===== config.mk =====
export PLATFORM = sky130hd
export DESIGN_NAME = uart_irq_loop
export DESIGN_NICKNAME = d
export VERILOG_FILES = /design/src/rtl/uart_irq_pkg.sv /design/src/rtl/uart_tx_loop.sv /design/src/rtl/uart_irq_ctrl.sv /design/src/rtl/uart_mcr_pins.sv /design/src/rtl/uart_irq_loop.sv
export SDC_FILE = /design/constraint.sdc
export NUM_CORES = 1
export LEC_CHECK = 0
export BUFFER_PORTS_ARGS = -buffer_cell sky130_fd_sc_hd__buf_2
export CORE_AREA = 2 2 81 68
export DETAILED_ROUTE_END_ITERATION = 8
export DIE_AREA = 0 0 83 70
export PLACE_DENSITY = 0.72
export SYNTH_ARGS = -nofsm -noshare
export SYNTH_HDL_FRONTEND = slang
export SYNTH_SLANG_ARGS = --single-unit

===== constraint.sdc =====
create_clock -name clk -period 1.9 [get_ports clk]
set_input_delay 0.285 -clock clk [delete_from_list [all_inputs] [get_ports clk]]
set_output_delay 0.285 -clock clk [all_outputs]
set_load 0.005 [all_outputs]

===== src/rtl/uart_irq_pkg.sv =====
package uart_irq_pkg;
  localparam int ADDR_W = 3;
  localparam int DATA_W = 8;

  localparam logic [ADDR_W-1:0] OFS_DATA = 3'd0;
  localparam logic [ADDR_W-1:0] OFS_IER  = 3'd1;
  localparam logic [ADDR_W-1:0] OFS_IIR  = 3'd2;
  localparam logic [ADDR_W-1:0] OFS_MCR  = 3'd4;
  localparam logic [ADDR_W-1:0] OFS_LSR  = 3'd5;

  localparam logic [DATA_W-1:0] IIR_NONE = 8'h01;
  localparam logic [DATA_W-1:0] IIR_TX   = 8'h02;
  localparam logic [DATA_W-1:0] IIR_RX   = 8'h04;

  localparam int MCR_BITS = 5;
  localparam int PIN_CNT  = 4;
  localparam int MCR_LOOP = 4;
  localparam int MCR_OUT2 = 3;
endpackage


===== src/rtl/uart_tx_loop.sv =====
module uart_tx_loop #(
  parameter int DATA_W      = 8,
  parameter int BYTE_CYCLES = 16
) (
  input  logic              clk,
  input  logic              rst,
  input  logic              thr_wr,
  input  logic [DATA_W-1:0] wdata,
  input  logic              loop_en,
  input  logic              rbr_rd,
  output logic              xfer,
  output logic [DATA_W-1:0] rx_data,
  output logic              data_ready,
  output logic              hold_empty,
  output logic              all_empty
);
  localparam int CW = (BYTE_CYCLES > 1) ? $clog2(BYTE_CYCLES) : 1;
  localparam logic [CW-1:0] CNT_LOAD = CW'(BYTE_CYCLES - 1);

  logic              hold_valid;
  logic [DATA_W-1:0] hold_data;
  logic              busy;
  logic [DATA_W-1:0] shift_data;
  logic [CW-1:0]     cnt;
  logic              done;

  assign xfer = hold_valid && !busy;
  assign done = busy && (cnt == '0);

  always_ff @(posedge clk) begin
    if (rst) begin
      hold_valid <= 1'b0;
      hold_data  <= '0;
    end else begin
      if (xfer) hold_valid <= 1'b0;
      if (thr_wr) begin
        hold_valid <= 1'b1;
        hold_data  <= wdata;
      end
    end
  end

  always_ff @(posedge clk) begin
    if (rst) begin
      busy       <= 1'b0;
      shift_data <= '0;
      cnt        <= '0;
    end else if (xfer) begin
      busy       <= 1'b1;
      shift_data <= hold_data;
      cnt        <= CNT_LOAD;
    end else if (busy) begin
      if (done) busy <= 1'b0;
      else      cnt  <= cnt - 1'b1;
    end
  end

  always_ff @(posedge clk) begin
    if (rst) begin
      rx_data    <= '0;
      data_ready <= 1'b0;
    end else if (done && loop_en) begin
      rx_data    <= shift_data;
      data_ready <= 1'b1;
    end else if (rbr_rd) begin
      data_ready <= 1'b0;
    end
  end

  assign hold_empty = !hold_valid;
  assign all_empty  = !hold_valid && !busy;

  assert_rbr_read_clears_R4: assert property (@(posedge clk) disable iff (rst)
    (rbr_rd && !done) |=> !data_ready);
  assert_no_rx_outside_loop_R9: assert property (@(posedge clk) disable iff (rst)
    (!loop_en && !data_ready) |=> !data_ready);
  assert_all_empty_implies_hold_R10: assert property (@(posedge clk) disable iff (rst)
    all_empty |-> hold_empty);
endmodule


===== src/rtl/uart_irq_ctrl.sv =====
module uart_irq_ctrl
  import uart_irq_pkg::*;
(
  input  logic              clk,
  input  logic              rst,
  input  logic              ier_wr,
  input  logic [1:0]        ier_wdata,
  input  logic              iir_rd,
  input  logic              thr_wr,
  input  logic              xfer,
  input  logic              data_ready,
  input  logic              mcr_out2,
  input  logic              mcr_loop,
  output logic [1:0]        ier,
  output logic [DATA_W-1:0] iir,
  output logic              irq_pin
);
  logic thre_flag;
  logic pend_rx;
  logic pend_tx;

  always_ff @(posedge clk) begin
    if (rst)         ier <= '0;
    else if (ier_wr) ier <= ier_wdata;
  end

  assign pend_rx = ier[0] && data_ready;
  assign pend_tx = ier[1] && thre_flag;

  always_comb begin
    if (pend_rx)      iir = IIR_RX;
    else if (pend_tx) iir = IIR_TX;
    else              iir = IIR_NONE;
  end

  always_ff @(posedge clk) begin
    if (rst)                               thre_flag <= 1'b1;
    else if (thr_wr)                       thre_flag <= 1'b0;
    else if (xfer)                         thre_flag <= 1'b1;
    else if (iir_rd && (iir == IIR_TX))    thre_flag <= 1'b0;
  end

  always_ff @(posedge clk) begin
    if (rst) irq_pin <= 1'b0;
    else     irq_pin <= (pend_rx || pend_tx) && mcr_out2 && !mcr_loop;
  end

  assert_rx_priority_R3: assert property (@(posedge clk) disable iff (rst)
    (ier[0] && data_ready) |-> (iir == IIR_RX));
  assert_thre_raised_R5: assert property (@(posedge clk) disable iff (rst)
    (xfer && !thr_wr) |=> thre_flag);
  assert_ier_zero_none_R6: assert property (@(posedge clk) disable iff (rst)
    (ier == 2'b00) |-> (iir == IIR_NONE));
  assert_irq_gated_R7: assert property (@(posedge clk) disable iff (rst)
    (!mcr_out2 || mcr_loop) |=> !irq_pin);
endmodule


===== src/rtl/uart_mcr_pins.sv =====
module uart_mcr_pins
  import uart_irq_pkg::*;
(
  input  logic                clk,
  input  logic                rst,
  input  logic                mcr_wr,
  input  logic [MCR_BITS-1:0] mcr_wdata,
  output logic [MCR_BITS-1:0] mcr,
  output logic [PIN_CNT-1:0]  pins
);
  always_ff @(posedge clk) begin
    if (rst)         mcr <= '0;
    else if (mcr_wr) mcr <= mcr_wdata;
  end

  for (genvar i = 0; i < PIN_CNT; i++) begin : g_pin
    always_ff @(posedge clk) begin
      if (rst) pins[i] <= 1'b0;
      else     pins[i] <= mcr[i] && !mcr[MCR_LOOP];
    end
  end

  assert_loop_pins_idle_R8: assert property (@(posedge clk) disable iff (rst)
    mcr[MCR_LOOP] |=> (pins == '0));
endmodule


===== src/rtl/uart_irq_loop.sv =====
module uart_irq_loop
  import uart_irq_pkg::*;
#(
  parameter int BYTE_CYCLES = 16
) (
  input  logic              clk,
  input  logic              rst,
  input  logic [ADDR_W-1:0] bus_addr,
  input  logic              bus_wr,
  input  logic              bus_rd,
  input  logic [DATA_W-1:0] bus_wdata,
  output logic [DATA_W-1:0] bus_rdata,
  output logic              irq_pin,
  output logic              pin_dtr,
  output logic              pin_rts,
  output logic              pin_out1,
  output logic              pin_out2
);
  logic                thr_wr, ier_wr, mcr_wr, rbr_rd, iir_rd;
  logic                xfer, data_ready, hold_empty, all_empty;
  logic [DATA_W-1:0]   rx_data, iir;
  logic [1:0]          ier;
  logic [MCR_BITS-1:0] mcr;
  logic [PIN_CNT-1:0]  pins;
  logic [DATA_W-1:0]   lsr;
  logic [DATA_W-1:0]   rd_mux;

  assign thr_wr = bus_wr && (bus_addr == OFS_DATA);
  assign ier_wr = bus_wr && (bus_addr == OFS_IER);
  assign mcr_wr = bus_wr && (bus_addr == OFS_MCR);
  assign rbr_rd = bus_rd && (bus_addr == OFS_DATA);
  assign iir_rd = bus_rd && (bus_addr == OFS_IIR);

  uart_tx_loop #(.DATA_W(DATA_W), .BYTE_CYCLES(BYTE_CYCLES)) u_tx (
    .clk(clk), .rst(rst), .thr_wr(thr_wr), .wdata(bus_wdata),
    .loop_en(mcr[MCR_LOOP]), .rbr_rd(rbr_rd), .xfer(xfer),
    .rx_data(rx_data), .data_ready(data_ready),
    .hold_empty(hold_empty), .all_empty(all_empty)
  );

  uart_irq_ctrl u_ctrl (
    .clk(clk), .rst(rst), .ier_wr(ier_wr), .ier_wdata(bus_wdata[1:0]),
    .iir_rd(iir_rd), .thr_wr(thr_wr), .xfer(xfer), .data_ready(data_ready),
    .mcr_out2(mcr[MCR_OUT2]), .mcr_loop(mcr[MCR_LOOP]),
    .ier(ier), .iir(iir), .irq_pin(irq_pin)
  );

  uart_mcr_pins u_mcr (
    .clk(clk), .rst(rst), .mcr_wr(mcr_wr), .mcr_wdata(bus_wdata[MCR_BITS-1:0]),
    .mcr(mcr), .pins(pins)
  );

  assign pin_dtr  = pins[0];
  assign pin_rts  = pins[1];
  assign pin_out1 = pins[2];
  assign pin_out2 = pins[3];

  assign lsr = {1'b0, all_empty, hold_empty, 4'b0000, data_ready};

  always_comb begin
    case (bus_addr)
      OFS_DATA: rd_mux = rx_data;
      OFS_IER:  rd_mux = {6'b0, ier};
      OFS_IIR:  rd_mux = iir;
      OFS_MCR:  rd_mux = {{(DATA_W-MCR_BITS){1'b0}}, mcr};
      OFS_LSR:  rd_mux = lsr;
      default:  rd_mux = '0;
    endcase
  end

  always_ff @(posedge clk) begin
    if (rst)         bus_rdata <= '0;
    else if (bus_rd) bus_rdata <= rd_mux;
  end

  assert_irq_needs_out2_R7: assert property (@(posedge clk) disable iff (rst)
    irq_pin |-> $past(mcr[MCR_OUT2] && !mcr[MCR_LOOP]));
endmodule


==> run_results.csv, run 1 <==
group,metric,value,unit
status,status,"finished clean",
min_path,whs_path_depth,3,
yosys,synth-edff-count,0,
timing,drv_slew,0,
floorplanning,num_io_pins,28,
detailed_routing,drt-pass1-iter-count,4,
grt,grt_use_met2,22.6,%
yosys,yosysTopAreaCellShare,47.6,%
worst_setup_path,required,2.12,ns
timing,rsz0062_at_grt,"no",
timing,period_share,78.2,%
worst_setup_path,reg2reg_depth,5,
yosys,synthSimpleGateAreaFrac,23.5,%
yosys,yosysWarnings,0,
detailed_routing,drt-initial-drc-count,84,
yosys,yosys.area_share.adder,1.14,%
worst_setup_path,critPathCaptureType,"register",
final_layout,final_core_util,47.9,%
yosys,syn_area,2190,µm²
clock_tree,numCtsBuffers,5,
floorplanning,num_rows,24,
floorplanning,dieArea,5810,µm²
placed_design,numPortBuffers,27,
final_layout,final_area,2460,µm²
worst_setup_path,crit_path_top_delay_cell,"dfxtp_1",
yosys,yosysTopAreaCell,"dfxtp_1",
clock_tree,cts_root_buf,"clkbuf_8",
min_path,hp-class,"primary input to register",
clock_tree,path_clk_slew,0.09,ns
yosys,synth_top_family_by_area,"simple AND/OR/NAND/NOR gates",
timing,setup-tns-final,0,ns
floorplanning,die_h,70,µm
worst_setup_path,path_max_fanout,10,
timing,hold_viol,0,
yosys,syn_inst,249,
worst_setup_path,crit_cells,5,
yosys,synth.distinct_cells,42,
worst_setup_path,arrival,1.71,ns
final_layout,antennaDiodeCount,0,
detailed_routing,remaining_drc_errors,0,
floorplanning,core,5130,µm²
grt,grt_remaining_overflow,0,
timing,hold_slack,0.210,ns
floorplanning,start_util,42.6,%
detailed_routing,drt-total-wl,4.51,mm
clock_tree,cts_hold_buf,0,
yosys,synth_seq_cells,52,
yosys,syn_nets,266,
placed_design,place_area,2350,µm²
timing,fin_ws,0.413,ns
final_layout,layout_common_cells,"dfxtp_1, nand2_1, a21oi_1, buf_2, nor2_1",
placed_design,place_ws,0.347,ns
clock_tree,clk_latency,0.31,ns
worst_setup_path,critical_path_class,"register to register",
yosys,ys_top_cells_by_area,"dfxtp_1, a21oi_1, nand2_1",
yosys,synth_compound_area_share,16.5,%
yosys,synth_xor_area_share,0,%
worst_setup_path,path_delay_family,"simple AND/OR/NAND/NOR gates",
clock_tree,postCtsSetupRepairBufs,0,
timing,relSlewSlack,69.6,%
final_layout,fillers,508,
placed_design,post-dp-hpwl,3.18,mm
grt,gr-usage-met3,4.14,%
timing,max_freq,0.673,GHz
timing,setup_viol,0,
detailed_routing,ant_nets,0,
clock_tree,cts.repair.resized,0,
timing,worst_pin_slew,0.457,ns
timing,finClkSkew,0.00526,ns
worst_setup_path,critPathLaunchType,"register",
clock_tree,clkSinkCount,52,
yosys,ys_seq_area_share,47.6,%
detailed_routing,vias,1771,
grt,grt.busiest_layer,"met1",
worst_setup_path,path_cells,"inv_1 -> ha_1 -> nand4bb_1 -> nand2_1 -> a221oi_1",
grt,grt_antenna_before_repair,0,
grt,grt_use_total,16.1,%
yosys,syn_avg_cell_area,8.79,µm²
detailed_routing,post_drt_wl_per_cell,13.4,µm
clock_tree,tritoncts,"built",
final_layout,finalNetCount,287,
clock_tree,cts.path.max_buffers,2,
yosys,synthFlopType,"dfxtp_1",
run,cap_violations,0,
floorplanning,die_w,83,µm
final_layout,area_delta_synth_final,12.3,%
worst_setup_path,cp_num_buf_inv,1,
final_layout,final_common_cell,"dfxtp_1",
timing,final.min_clock_period,1.49,ns
worst_setup_path,critPathMaxStageDelay,0.38,ns
power_and_ir_drop,ir_worst_vdd,0.451,mV
yosys,synthArstFlopShare,0,%
grt,grt_max_degree,23,
power_and_ir_drop,p_per_area,812,nW/µm²
clock_tree,cts.htree.levels,2,
final_layout,final_layout_size_suffix_gt1_share,18.8,%
yosys,synth_mux_area_share,5.72,%
grt,grt_pass1_wl,7.44,mm
placed_design,gp_congestion,0.873,
detailed_routing,viasPerCell,5.27,
power_and_ir_drop,leakage,0.000888,µW
grt,first_global_vias,1522,
grt,grt_util_met1,22.7,%
## cell type report
class	instances	area, µm²	area share (%)
Inverter	6	22.5	0.916
Clock buffer	6	72.6	2.95
Multi-Input combinational cell	172	1020	41.7
Clock inverter	2	35.0	1.43
Tap cell	65	81.3	3.31
Timing Repair Buffer	33	180	7.33
Sequential cell	52	1040	42.4
## synth_stat cells (all sizes together), types with 3 or more instances
cell type / number
nand2: 44
inv: 6
clkbuf: 8
nor2b: 3
dfxtp: 52
a21oi: 34
mux2: 4
and2: 4
a32oi: 3
nor4bb: 4
o21ai: 11
buf: 11
mux2i: 8
nand3: 11
a211oi: 3
nor2: 12
nor3b: 3
## where the power goes
part	switching [µW]	internal (µW)
registers	13.5	1100
clock network	355	391
logic	79.0	52.5
total	448	1550
## worst paths after layout
path / from / end / slack, ns
hold reg to reg: bus_rdata[7] / bus_rdata[7] / 0.45
hold / removal: bus_wdata[7] / u_tx.hold_data[7] / 0.21
setup / recovery: u_tx.cnt[0] / u_tx.cnt[1] / 0.41
setup reg to reg: u_tx.cnt[0] / u_tx.cnt[1] / 0.41
## cell families after synthesis
family,after synthesis
AND/OR/NAND/NOR,96
AO/OA/AOI/OAI,62
flip-flops,52
buffers and inverters,25
multiplexers,12
adder cells (fa/ha/maj),2
## registers in the layout (all words and copies together) (netlist names)
register          flops
u_tx.rx_data          8
u_tx.cnt              4
u_ctrl.irq_pin        1
u_ctrl.ier            2
u_mcr.pins            4
u_mcr.mcr             5
u_tx.hold_data        8
bus_rdata             8
u_tx.data_ready       1
u_ctrl.thre_flag      1
u_tx.hold_valid       1
u_tx.shift_data       8
u_tx.busy             1
## worst reg2reg max path, cell delays in order, from the launching register on
cell,delay (ns)
dfxtp_1,0.38
inv_1,0.09
ha_1,0.24
nand4bb_1,0.29
nand2_1,0.12
a221oi_1,0.29
## layer usage
metal | share of wire [%] | vias up
met5 | 0 | -
met4 | 2.0 | 0
met3 | 7.0 | 8
met2 | 42 | 52
met1 | 49 | 800
li1 | - | 911
## stage by stage
step                      power, µW  instances
after floorplan                1240        249
after global placement         1270        328
after detailed placement       1270        328
after CTS                      2010        336
after global routing           2080        336
final                          2000        336
Power figures use the tool's default switching activity.
==> run 2: changes to the inputs <==
--- a/config.mk
+++ b/config.mk
@@ -5,11 +5,12 @@
 export SDC_FILE = /design/constraint.sdc
 export NUM_CORES = 1
 export LEC_CHECK = 0
+export ABC_AREA = 1
 export BUFFER_PORTS_ARGS = -buffer_cell sky130_fd_sc_hd__buf_2
-export CORE_AREA = 2 2 81 68
+export CORE_AREA = 2 2 79 66
 export DETAILED_ROUTE_END_ITERATION = 8
-export DIE_AREA = 0 0 83 70
-export PLACE_DENSITY = 0.72
+export DIE_AREA = 0 0 81 68
+export PLACE_DENSITY = 0.73
 export SYNTH_ARGS = -nofsm -noshare
 export SYNTH_HDL_FRONTEND = slang
 export SYNTH_SLANG_ARGS = --single-unit
==> constraint.sdc (replaced) <==
create_clock -name clk -period 1.4 [get_ports clk]
set_input_delay 0.21 -clock clk [delete_from_list [all_inputs] [get_ports clk]]
set_output_delay 0.21 -clock clk [all_outputs]
set_load 0.005 [all_outputs]
==> run 2 against run 1 <==
Net effect: sequential cell count unchanged; cell count increased by 7.7%; synthesized area decreased by 5.3%; clock power increased by 29%; non-clock buffer count increased by 5; maximum frequency increased by 14%; critical path type unchanged; largest power group unchanged; highest routed layer unchanged.
==> run_results.csv, run 2 <==
group,metric,value,unit
clock_tree,clk_latency,0.30,ns
final_layout,area_delta_synth_final,16.6,%
clock_tree,tritoncts,"built",
grt,grt_remaining_overflow,0,
detailed_routing,post_drt_wl_per_cell,11.6,µm
timing,finClkSkew,0.0100,ns
floorplanning,die_w,81,µm
detailed_routing,viasPerCell,4.88,
placed_design,numPortBuffers,27,
worst_setup_path,path_cells,"inv_1 -> ha_1 -> nand3_2 -> nor2_2 -> nand2_2 -> buf_4 -> nand2_1 -> a21oi_1",
yosys,syn_area,2070,µm²
power_and_ir_drop,p_per_area,1110,nW/µm²
timing,rsz0062_at_grt,"yes",
grt,grt_use_total,16.2,%
timing,max_freq,0.766,GHz
yosys,synth_seq_cells,52,
power_and_ir_drop,leakage,0.00102,µW
yosys,ys_seq_area_share,50.2,%
yosys,synth-edff-count,0,
yosys,syn_nets,282,
run,cap_violations,0,
timing,final.min_clock_period,1.31,ns
timing,relSlewSlack,78.7,%
timing,drv_slew,0,
clock_tree,path_clk_slew,0.08,ns
detailed_routing,drt-pass1-iter-count,4,
floorplanning,die_h,68,µm
timing,setup_viol,0,
placed_design,place_area,2280,µm²
detailed_routing,ant_nets,0,
final_layout,finalNetCount,318,
detailed_routing,drt-initial-drc-count,79,
worst_setup_path,reg2reg_depth,8,
placed_design,dp_cells,352,
floorplanning,num_io_pins,28,
floorplanning,num_rows,23,
yosys,synth.distinct_cells,27,
clock_tree,cts_hold_buf,0,
yosys,synthArstFlopShare,0,%
yosys,syn_avg_cell_area,7.82,µm²
placed_design,post-dp-hpwl,3.02,mm
timing,setup-tns-final,0,ns
worst_setup_path,critPathLaunchType,"register",
detailed_routing,drt-total-wl,4.19,mm
min_path,whs_path_depth,3,
timing,hold_viol,0,
clock_tree,cts_root_buf,"clkbuf_8",
worst_setup_path,crit_path_top_delay_cell,"dfxtp_1",
final_layout,layout_common_cells,"dfxtp_1, a21oi_1, nand2_1, inv_1",
final_layout,final_cells,362,
min_path,hold_path_end,"u_tx.hold_data[6]",
worst_setup_path,critPathMaxStageDelay,0.31,ns
yosys,yosysWarnings,0,
yosys,synthFlopType,"dfxtp_1",
yosys,yosysTopAreaCell,"dfxtp_1",
worst_setup_path,r2r_setup_slack,0.09,ns
power_and_ir_drop,ir_worst_vdd,0.513,mV
grt,first_global_vias,1468,
worst_setup_path,critPathCaptureType,"register",
worst_setup_path,arrival,1.50,ns
clock_tree,numCtsBuffers,5,
grt,grt_pass1_wl,6.64,mm
worst_setup_path,path_max_fanout,9,
worst_setup_path,reg2reg_to,"u_tx.rx_data[7]",
grt,grt_antenna_before_repair,0,
timing,worst_pin_slew,0.320,ns
placed_design,gp_congestion,0.883,
yosys,ys_top_cells_by_area,"dfxtp_1, a21oi_1, nand2_1",
yosys,synth_most_common_cell,"dfxtp_1",
final_layout,final_layout_size_suffix_gt1_share,20.3,%
yosys,syn_inst,265,
final_layout,antennaDiodeCount,0,
floorplanning,dieArea,5510,µm²
floorplanning,start_util,43.4,%
grt,grt_max_degree,19,
final_layout,final_area,2420,µm²
final_layout,final_common_cell,"dfxtp_1",
clock_tree,cts.path.max_buffers,2,
status,status,"finished clean",
floorplanning,core,4780,µm²
detailed_routing,vias,1768,
detailed_routing,remaining_drc_errors,0,
worst_setup_path,critical_path_class,"register to register",
yosys,yosysTopAreaCellShare,50.2,%
clock_tree,clkSinkCount,52,
worst_setup_path,r2r_start,"u_tx.cnt[1]",
clock_tree,cts.htree.levels,2,
min_path,hp-class,"primary input to register",
worst_setup_path,required,1.59,ns
timing,period_share,93.3,%
yosys,synth_top_cells_by_count,"dfxtp_1, a21oi_1, nand2_1",
min_path,holdCritStartpoint,"bus_wdata[6]",
## run 2: worst max path at each step
stage / from / endpoint
6_report: u_tx.cnt[1] / u_tx.rx_data[7]
5_1_grt: u_tx.cnt[1] / u_tx.rx_data[7]
4_1_cts: u_tx.cnt[0] / u_tx.rx_data[7]
3_5_place_dp: u_tx.cnt[0] / u_tx.rx_data[7]
3_3_place_gp: u_tx.cnt[0] / u_tx.rx_data[0]
2_1_floorplan: u_tx.cnt[0] / u_tx.rx_data[6]
## run 2: critical path, delay by kind of cell (launching register included)
| family | cells | cell delay [ns] |
|---|---|---|
| compound gates | 1 | 0.05 |
| fa+ha+maj | 1 | 0.18 |
| buf+inv | 2 | 0.28 |
| flops | 1 | 0.31 |
| simple gates | 4 | 0.36 |
## run 2: report_power, final
group / switching (µW) / internal (µW)
clock network: 449 / 513
registers: 14.4 / 1510
logic: 119 / 70.1
total: 582 / 2090
## run 2: kinds of logic (layout without fill, tap and decap cells)
kind of cell	count (synthesis)	in the layout	synth area share, %
adders and majority gates	2	2	1.21
and+or+nand+nor	87	87	19.6
DFF	52	52	50.2
buffers and inverters	44	79	9.29
AOI/OAI and AO/OA	80	80	19.7
## run 2: metrics by stage
stage	hold WS, ns	setup WS (ns)	power, µW	util (%)
6_report	0.185	0.0938	2670	50.6
5_1_grt	0.213	-0.0146	2800	50.6
4_1_cts	0.177	0.0358	2700	49.8
2_1_floorplan	0.384	0.0948	1670	-
3_3_place_gp	0.438	0.119	1740	47.7
3_5_place_dp	0.441	0.0504	1740	47.7
## run 2: final cells by class
type                       instances  area [µm²]
multi-input combinational        169         845
clock inverter                     1        30.0
inverter                          35         138
timing repair buffer              38         218
fill                             490        2360
tap                               62        77.6
sequential                        52        1040
clock buffer                       5        68.8
## run 2: timing repair
item                       4_1_cts  5_1_grt
setup endpoints to repair        0       19
gates resized for setup          0        4
setup buffers                    0        4
## run 2: layer usage
metal  share of wire (%)  track usage, %
met1                  50            22.4
met2                  42            22.7
met3                 5.7            3.56
met4                 2.5            10.4
met5                   0               0
==> run 3: changes to the inputs <==
--- a/config.mk
+++ b/config.mk
@@ -7,10 +7,11 @@
 export LEC_CHECK = 0
 export ABC_AREA = 1
 export BUFFER_PORTS_ARGS = -buffer_cell sky130_fd_sc_hd__buf_2
-export CORE_AREA = 2 2 79 66
+export CORE_AREA = 2 2 84 70
 export DETAILED_ROUTE_END_ITERATION = 8
-export DIE_AREA = 0 0 81 68
-export PLACE_DENSITY = 0.73
+export DIE_AREA = 0 0 86 72
+export PLACE_DENSITY = 0.75
 export SYNTH_ARGS = -nofsm -noshare
 export SYNTH_HDL_FRONTEND = slang
+export SYNTH_HIERARCHICAL = 1
 export SYNTH_SLANG_ARGS = --single-unit
==> constraint.sdc (replaced) <==
create_clock -name clk -period 1 [get_ports clk]
set_input_delay 0.15 -clock clk [delete_from_list [all_inputs] [get_ports clk]]
set_output_delay 0.15 -clock clk [all_outputs]
set_load 0.005 [all_outputs]
==> run 3 against run 2 <==
Net effect: the flow now finishes with violations (negative setup slack); global-route usage is 2.6 points higher; combinational power grew to 2.6 times the previous value; clock skew is essentially flat; critical path type unchanged.
==> run_results.csv, run 3 <==
group,metric,value,unit
status,status,"complete, but fails checks",
status,failed_checks,"negative setup slack",
worst_setup_path,critical_path_class,"register to register",
yosys,synthArstFlopShare,0,%
yosys,ys_top_cells_by_area,"dfxtp_1, nor2_1, nand2_1",
grt,grt_antenna_before_repair,0,
final_layout,area_delta_synth_final,34.0,%
power_and_ir_drop,power.total,3930,µW
placed_design,numPortBuffers,27,
detailed_routing,post_drt_wl_per_cell,12.6,µm
yosys,synth_top_cells_by_count,"nor2_1, nand2_1, dfxtp_1",
power_and_ir_drop,p_int,2850,µW
grt,grt_use_met2,30.1,%
grt,gr-usage-met3,3.41,%
placed_design,place_area,2820,µm²
run,cap_violations,0,
worst_setup_path,reg2reg_depth,8,
worst_setup_path,path_cells,"inv_2 -> buf_4 -> ha_4 -> inv_2 -> or2_4 -> nand3_2 -> nand2_1 -> a21oi_1",
clock_tree,cts.path.max_buffers,2,
min_path,whs_path_depth,3,
detailed_routing,vias,2191,
worst_setup_path,r2r_setup_slack,-0.18,ns
worst_setup_path,critPathMaxStageDelay,0.34,ns
timing,fin_ws,-0.176,ns
yosys,yosysTopAreaCell,"dfxtp_1",
power_and_ir_drop,leakage,0.00140,µW
final_layout,antennaDiodeCount,0,
floorplanning,num_rows,24,
worst_setup_path,required,1.26,ns
clock_tree,tritoncts,"built",
power_and_ir_drop,switching_share,27.6,%
placed_design,place_ws,-0.152,ns
worst_setup_path,path_max_fanout,2,
floorplanning,num_io_pins,28,
worst_setup_path,path_delay_family,"flip-flops",
floorplanning,start_util,44.2,%
grt,first_global_vias,2000,
timing,max_freq,0.850,GHz
timing,setup-tns-final,-1.89,ns
detailed_routing,ant_nets,0,
grt,grt_use_total,18.9,%
power_and_ir_drop,ir_worst_vdd,0.747,mV
timing,period_share,118,%
worst_setup_path,r2r_start,"u_tx/cnt[1]",
worst_setup_path,cpMostUsedCell,"inv_2",
worst_setup_path,crit_path_end,"u_tx/cnt[2]",
clock_tree,cts_root_buf,"clkbuf_8",
worst_setup_path,crit_path_start,"u_tx/cnt[1]",
final_layout,final_area,3150,µm²
detailed_routing,drt-pass1-iter-count,4,
floorplanning,core,5320,µm²
floorplanning,die_h,72,µm
yosys,synth-edff-count,0,
detailed_routing,viasPerCell,4.85,
yosys,yosysTopAreaCellShare,44.3,%
yosys,synthFlopType,"dfxtp_1",
power_and_ir_drop,pwr-share-comb,12.4,%
worst_setup_path,critPathCaptureType,"register",
min_path,hp-class,"primary input to register",
worst_setup_path,cp_num_buf_inv,3,
grt,grt_remaining_overflow,0,
detailed_routing,drt-total-wl,5.69,mm
final_layout,final_common_cell,"nor2_1",
worst_setup_path,crit_path_top_delay_cell,"dfxtp_2",
worst_setup_path,crit_cells,8,
power_and_ir_drop,seqPwrFrac,55.0,%
power_and_ir_drop,p_per_area,1250,nW/µm²
power_and_ir_drop,net-switching-power,1090,µW
placed_design,post-dp-hpwl,3.74,mm
yosys,ys_seq_area_share,44.3,%
yosys,synth.distinct_cells,30,
detailed_routing,remaining_drc_errors,0,
yosys,synth_most_common_cell,"nor2_1",
final_layout,finalNetCount,403,
timing,finClkSkew,0.0101,ns
yosys,synth_seq_cells,52,
final_layout,final_layout_size_suffix_gt1_share,41.1,%
timing,hold_viol,0,
floorplanning,dieArea,6190,µm²
floorplanning,die_w,86,µm
clock_tree,clkSinkCount,52,
grt,grt.busiest_layer,"met2",
timing,setup_viol,17,
placed_design,gp_congestion,0.849,
yosys,syn_inst,324,
power_and_ir_drop,clkPwrFrac,32.7,%
timing,rsz0062_at_grt,"yes",
worst_setup_path,critPathLaunchType,"register",
final_layout,layout_common_cells,"nor2_1, nand2_1, dfxtp_1, buf_4",
yosys,syn_avg_cell_area,7.24,µm²
clock_tree,cts.htree.levels,2,
yosys,yosysWarnings,6,
clock_tree,path_clk_slew,0.09,ns
timing,hold_slack,0.0496,ns
worst_setup_path,reg2reg_to,"u_tx/cnt[2]",
timing,final.min_clock_period,1.18,ns
yosys,syn_area,2350,µm²
grt,grt_pass1_wl,9.16,mm
detailed_routing,drt-initial-drc-count,147,
timing,drv_slew,0,
clock_tree,clk_latency,0.32,ns
grt,grt_max_degree,19,
grt,grt_util_met1,25.5,%
clock_tree,numCtsBuffers,5,
worst_setup_path,arrival,1.43,ns
## run 3: cells by family (layout without fill, tap and decap cells)
logic type               count (synthesis)  in the layout  share of synthesized area (%)
AND/OR/NAND/NOR                        161            162                           30.7
adder cells (fa/ha/maj)                  2              2                           1.07
other                                    1              5                          0.160
flip-flops                              52             52                           44.3
buffers and inverters                   55            113                           11.0
AO/OA/AOI/OAI                           53             53                           12.7
## run 3: repair_timing
action | in CTS | in global routing
gates cloned | 1 | 1
gates resized for setup | 25 | 31
pin swaps | 3 | 12
setup endpoints to repair | 18 | 27
setup buffers | 3 | 1
hold buffers | 0 | 0
## run 3: power groups by stage
stage	clock network (µW)	registers, µW	logic (µW)
after floorplan	0	2200	270
after global placement	0	2200	415
after detailed placement	0	2200	421
after CTS	1290	2160	456
after global routing	1380	2170	540
final	1290	2160	486
## run 3: worst reg2reg max path, stage by stage, from the launching register on
cell and delay [ns]:
dfxtp_2 0.34, inv_2 0.07, buf_4 0.12, ha_4 0.12, inv_2 0.03, or2_4 0.22, nand3_2 0.05, nand2_1 0.05
a21oi_1 0.12
## run 3: metal layers
| metal | routed length [µm] | vias to the layer above | share of wire [%] |
|---|---|---|---|
| li1 | - | 1131 | - |
| met1 | 2590 | 999 | 46 |
| met2 | 2650 | 53 | 47 |
| met3 | 356 | 8 | 6.3 |
| met4 | 92 | 0 | 1.6 |
| met5 | 0 | - | 0 |
## run 3: area by class of cell
cell class	count	area, µm²
multi-input cells	222	1280
repair inverters	1	5.00
well taps	65	81.3
clock buffers	5	68.8
clock inverters	3	27.5
fillers	469	2170
repair buffers	64	453
inverters	40	171
flip-flops and latches	52	1060
## run 3: worst min-delay path by stage
stage	to	slack, ns	from
global route	u_tx/hold_data[7]	0.06	bus_wdata[7]
detailed placement	u_tx/hold_data[7]	0.38	bus_wdata[7]
finish	u_tx/hold_data[7]	0.05	bus_wdata[7]
floorplan	u_tx/data_ready	0.21	rst
CTS	u_tx/hold_data[7]	0.05	bus_wdata[7]
global placement	u_tx/hold_data[7]	0.38	bus_wdata[7]
## run 3: stage by stage
stage	utilization [%]	cells
finish	59.2	452
global route	59.2	452
CTS	57.2	450
detailed placement	53.0	438
global placement	53.0	438
floorplan	-	328
